File: src/rtl/oneshot_pkg.sv
package oneshot_pkg;
  // One detected trigger event per cycle, split by source pin.
  typedef struct packed {
    logic rise_hit;
    logic fall_hit;
  } trig_evt_t;
endpackage

File: src/rtl/oneshot_sync.sv
module oneshot_sync #(
  parameter int   STAGES  = 2,
  parameter logic RST_VAL = 1'b0
) (
  input  logic clk,
  input  logic rst_n,
  input  logic d_i,
  output logic d_o
);
  logic [STAGES-1:0] chain;

  for (genvar i = 0; i < STAGES; i++) begin : g_stage
    if (i == 0) begin : g_first
      always_ff @(posedge clk or negedge rst_n) begin
        if (!rst_n) chain[i] <= RST_VAL;
        else        chain[i] <= d_i;
      end
    end else begin : g_next
      always_ff @(posedge clk or negedge rst_n) begin
        if (!rst_n) chain[i] <= RST_VAL;
        else        chain[i] <= chain[i-1];
      end
    end
  end

  assign d_o = chain[STAGES-1];
endmodule

File: src/rtl/oneshot_edge.sv
module oneshot_edge
  import oneshot_pkg::*;
(
  input  logic      clk,
  input  logic      rst_n,
  input  logic      rise_lvl_i,
  input  logic      fall_lvl_i,
  output trig_evt_t evt_o
);
  logic rise_prev;
  logic fall_prev;

  // Previous levels start at the idle values so reset makes no edge.
  always_ff @(posedge clk or negedge rst_n) begin
    if (!rst_n) begin
      rise_prev <= 1'b0;
      fall_prev <= 1'b1;
    end else begin
      rise_prev <= rise_lvl_i;
      fall_prev <= fall_lvl_i;
    end
  end

  // Each pin is enabled only while the other one sits at its idle level.
  always_comb begin
    evt_o.rise_hit = rise_lvl_i & ~rise_prev & fall_lvl_i;
    evt_o.fall_hit = ~fall_lvl_i & fall_prev & ~rise_lvl_i;
  end
endmodule

File: src/rtl/oneshot_timer.sv
module oneshot_timer #(
  parameter int WB = 8
) (
  input  logic          clk,
  input  logic          rst_n,
  input  logic          clr_i,
  input  logic          evt_any_i,
  input  logic          retrig_i,
  input  logic [WB-1:0] width_i,
  output logic          active_o,
  output logic [WB-1:0] cnt_o
);
  logic [WB-1:0] cnt;
  logic          load;

  assign active_o = (cnt != '0);
  assign load     = evt_any_i & (width_i != '0) & (retrig_i | ~active_o);

  always_ff @(posedge clk or negedge rst_n) begin
    if (!rst_n)        cnt <= '0;
    else if (clr_i)    cnt <= '0;
    else if (load)     cnt <= width_i;
    else if (active_o) cnt <= cnt - 1'b1;
  end

  assign cnt_o = cnt;
endmodule

File: src/rtl/oneshot_pulse.sv
module oneshot_pulse
  import oneshot_pkg::*;
#(
  parameter int WB          = 8,
  parameter int SYNC_STAGES = 2
) (
  input  logic          clk,
  input  logic          rst_n,
  input  logic          clr_i,
  input  logic          trig_rise_i,
  input  logic          trig_fall_i,
  input  logic          retrig_i,
  input  logic [WB-1:0] width_i,
  output logic          q_o,
  output logic          qn_o
);
  logic          rise_lvl;
  logic          fall_lvl;
  trig_evt_t     evt;
  logic          evt_any;
  logic          active;
  logic [WB-1:0] cnt;

  oneshot_sync #(.STAGES(SYNC_STAGES), .RST_VAL(1'b0)) u_sync_rise (
    .clk(clk), .rst_n(rst_n), .d_i(trig_rise_i), .d_o(rise_lvl)
  );

  oneshot_sync #(.STAGES(SYNC_STAGES), .RST_VAL(1'b1)) u_sync_fall (
    .clk(clk), .rst_n(rst_n), .d_i(trig_fall_i), .d_o(fall_lvl)
  );

  oneshot_edge u_edge (
    .clk(clk), .rst_n(rst_n),
    .rise_lvl_i(rise_lvl), .fall_lvl_i(fall_lvl), .evt_o(evt)
  );

  assign evt_any = evt.rise_hit | evt.fall_hit;

  oneshot_timer #(.WB(WB)) u_timer (
    .clk(clk), .rst_n(rst_n), .clr_i(clr_i), .evt_any_i(evt_any),
    .retrig_i(retrig_i), .width_i(width_i), .active_o(active), .cnt_o(cnt)
  );

  // Clear masks the outputs combinationally; the count is zeroed at the edge.
  assign q_o  = active & ~clr_i;
  assign qn_o = ~q_o;
endmodule

File: config.mk
export PLATFORM = sky130hd
export DESIGN_NAME = oneshot_pulse
export DESIGN_NICKNAME = d
export VERILOG_FILES = /design/src/rtl/oneshot_pkg.sv /design/src/rtl/oneshot_sync.sv /design/src/rtl/oneshot_edge.sv /design/src/rtl/oneshot_timer.sv /design/src/rtl/oneshot_pulse.sv
export SDC_FILE = /design/constraint.sdc
export NUM_CORES = 1
export LEC_CHECK = 0
export BUFFER_PORTS_ARGS = -buffer_cell sky130_fd_sc_hd__buf_2
export CAP_MARGIN = 10
export CELL_PAD_IN_SITES_DETAIL_PLACEMENT = 0
export CELL_PAD_IN_SITES_GLOBAL_PLACEMENT = 2
export CORE_ASPECT_RATIO = 1.75
export CORE_UTILIZATION = 33
export DETAILED_ROUTE_END_ITERATION = 10
export MAX_ROUTING_LAYER = met4
export PLACE_DENSITY_LB_ADDON = 0.1
export SLEW_MARGIN = 20
export SYNTH_ARGS = -nofsm -noshare
export SYNTH_HDL_FRONTEND = slang
export SYNTH_SLANG_ARGS = --single-unit
File: constraint.sdc
create_clock -name clk -period 1.9 [get_ports clk]
set_input_delay 0.38 -clock clk [delete_from_list [all_inputs] [get_ports clk]]
set_output_delay 0.38 -clock clk [all_outputs]
set_load 0.03 [all_outputs]
==> flow_metrics.py <==
metrics = {
    "clocking": {
        "clkLatencyLatePin_ps": 250,
        "cts_buffer_depth": 2,
        "clk_pin_slew_ps": 60,
        "cts_buffers": 3,
        "cts_root_buf": "clkbuf_8",
        "htreeDepth": 1,
        "cts_tree": "yes",
        "clkSinkCount": 14,
    },
    "grt": {
        "grt_pass1_vias": 717,
        "grt_overflow": 0,
        "antenna_found_initial": 0,
        "grt.total_usage": 0.199,
        "grt_pass1_wl_um": 3360,
        "grt_max_degree": 15,
    },
    "synth": {
        "synth_mux_area_frac": 0.0127,
        "synth-compound-area-share": 0.188,
        "ys_warn_count": 0,
        "avgSynthCellArea_um2": 10.5,
        "yosys.area_share.simple": 0.248,
        "seq_area_frac_synth": 0.450,
        "syn-num-nets": 91,
        "syn_inst": 75,
        "synthAdderAreaFrac": 0.0318,
        "synth_area_um2": 787,
        "async_reset_ff_frac": 1.00,
        "synth_xor_area_frac": 0.0445,
        "synth_flop_cell": "dfrtp_1",
        "synth_edf_count": 0,
        "synth_top_family_by_area": "simple AND/OR/NAND/NOR gates",
        "synth-seq-cells": 14,
        "ys_types": 33,
    },
    "cells_and_area": {
        "area_growth_pct": 37.0,
        "n_fill_cell": 229,
        "layout_commonest_cell": "buf_2",
        "final_cell_mix": "buf_2 (13), buf_4 (11), dfrtp_1 (11)",
        "antenna_cells": 0,
        "fin_cells": 129,
        "ff_latch_area_um2": 354,
        "nets": 121,
        "layout-drive-gt1-share": 0.433,
        "multi_input_area_um2": 464,
    },
    "placement": {
        "gp_congestion": 0.721,
        "pre_cts_ws_ps": 46.7,
        "hpwlAfterDp_um": 1670,
        "portBuffers": 15,
        "post-place-cells": 119,
    },
    "sta": {
        "worst_slew_pin_slew_ps": 414,
        "period_needed_ps": 1830,
        "skew_ps": 2.98,
        "fmax_mhz": 546,
        "hold_viol_final": 0,
        "setup_viol": 0,
        "grt_setup_unrepaired": "yes",
        "fin_setup_tns_ps": 0,
        "worst_slack_ps": 66.9,
        "period_share": 0.965,
        "max_slew_margin": 0.722,
        "slew_viol_final": 0,
    },
    "die": {
        "io_pins": 16,
        "die_area_um2": 2590,
        "std_cell_rows": 23,
        "die_w_um": 38.9,
        "start_util": 0.346,
        "die_y_um": 66.6,
        "core_area_um2": 2270,
    },
    "detailed_routing": {
        "vias": 711,
        "drc": 0,
        "viasPerCell": 5.51,
        "detail_route.first_pass.iterations": 3,
        "initialDrtViolationCount": 20,
        "wl_per_cell_um": 17.0,
        "routed_wl_um": 2190,
        "antenna_left": 0,
    },
    "worst_setup_path": {
        "start_kind": "flop",
        "rr_worst_depth": 6,
        "rrSetupSlack_ps": 110,
        "crit_fanout": 4,
        "required_ps": 1520,
        "rr_startpoint": "u_timer.cnt_o[0]",
        "cp_data_arrival_time_ps": 1450,
        "worst-setup-path-type": "reg -> out",
        "worstReg2RegEnd": "u_timer.cnt_o[7]",
        "worstSetupEndpointType": "output pin",
    },
    "power_and_ir_drop": {
        "seq_power_share": 0.259,
        "finalPower_mw": 1.81,
        "p_switching_mw": 0.732,
        "peakVddDrop_mv": 0.706,
        "internal_power_mw": 1.08,
        "p_leak_nw": 0.481,
        "combPwrFrac": 0.580,
        "power.density_nw_per_um2": 1680,
        "pwr-share-clk": 0.161,
        "switching_share": 0.404,
    },
    "hold_path": {
        "hp-class": "in -> async",
    },
    "run": {
        "cap_violations": 0,
    },
    "status": {
        "status": "complete, no violations",
    },
}
==> worst max-delay path by stage <==
stage,from,end,cells after the start
6_report,u_timer.cnt_o[0],q_o,7
5_1_grt,u_timer.cnt_o[0],q_o,7
4_1_cts,u_timer.cnt_o[1],q_o,7
3_5_place_dp,u_timer.cnt_o[0],u_timer.cnt_o[7],6
3_3_place_gp,u_timer.cnt_o[0],u_timer.cnt_o[1],6
2_1_floorplan,u_timer.cnt_o[0],q_o,6
==> logic make-up after synthesis <==
logic type               count (synthesis)
AND/OR/NAND/NOR                         29
AO/OA/AOI/OAI                           20
flip-flops                              14
buffers and inverters                    5
XOR/XNOR                                 4
adder cells (fa/ha/maj)                  2
multiplexers                             1
==> power groups by stage <==
stage	clock network (mW)	registers [mW]	logic, mW
final	0.291	0.470	1.05
after global routing	0.305	0.476	1.15
after CTS	0.296	0.458	0.919
after detailed placement	0	0.457	0.852
after global placement	0	0.453	0.850
after floorplan	0	0.455	0.594
==> critical path, stage by stage (launching register included) <==
cell      delay (ps)
dfrtp_1          380
inv_2             80
ha_4             140
nor3b_4          210
nand2_2          110
nand2b_4         100
inv_1             50
buf_6            130
==> area by class of cell <==
cell class / instances / share of cell area
multi-input cells: 57 / 0.430
flip-flops and latches: 14 / 0.328
repair buffers: 25 / 0.147
clock buffers: 4 / 0.0510
well taps: 25 / 0.0290
inverters: 4 / 0.0139
==> sequential cells by signal, indices dropped and copies added, names as in the netlist <==
name and flops:
u_sync_rise.chain 1, u_sync_rise.d_o 1, u_sync_fall.chain 1, u_sync_fall.d_o 1, u_timer.cnt_o 8, u_edge.rise_prev 1, u_edge.fall_prev 1
==> per-stage QoR <==
step / instance area [um^2] / hold slack [ps] / utilization
detailed placement: 933 / 298 / 0.411
floorplan: 795 / 84.4 / -
global route: 1080 / 52.0 / 0.474
finish: 1080 / 26.6 / 0.474
global placement: 933 / 288 / 0.411
CTS: 1010 / 32.5 / 0.445
==> repair_timing <==
item / in CTS / in global routing
hold endpoints to repair: 0 / 0
resized for setup: 5 / 8
setup buffers: 1 / 4
hold buffers: 0 / 0
setup endpoints to repair: 2 / 5
gates cloned: 0 / 1
pin swaps: 0 / 1
==> synthesized netlist by cell type, drive strengths merged, types with 3 or more instances <==
library cell  count  area [um^2]
a21oi             6         30.0
dfrtp            11          275
dfstp             3         78.8
inv               4         15.0
nand2             4         15.0
nand3             5         25.0
nor2              3         11.3
nor3              3         15.0
nor4              4         46.3
o31ai             3         22.5
xor2              3         26.3
==> routing by layer <==
metal,wire [um],vias up,GRT usage,part of all wire
li1,-,344,-,-
met1,846,339,0.212,0.39
met2,1220,24,0.346,0.56
met3,75,4,0.0200,0.034
met4,41,0,0.103,0.019
met5,0,-,-,0
Power figures use the tool's default switching activity.
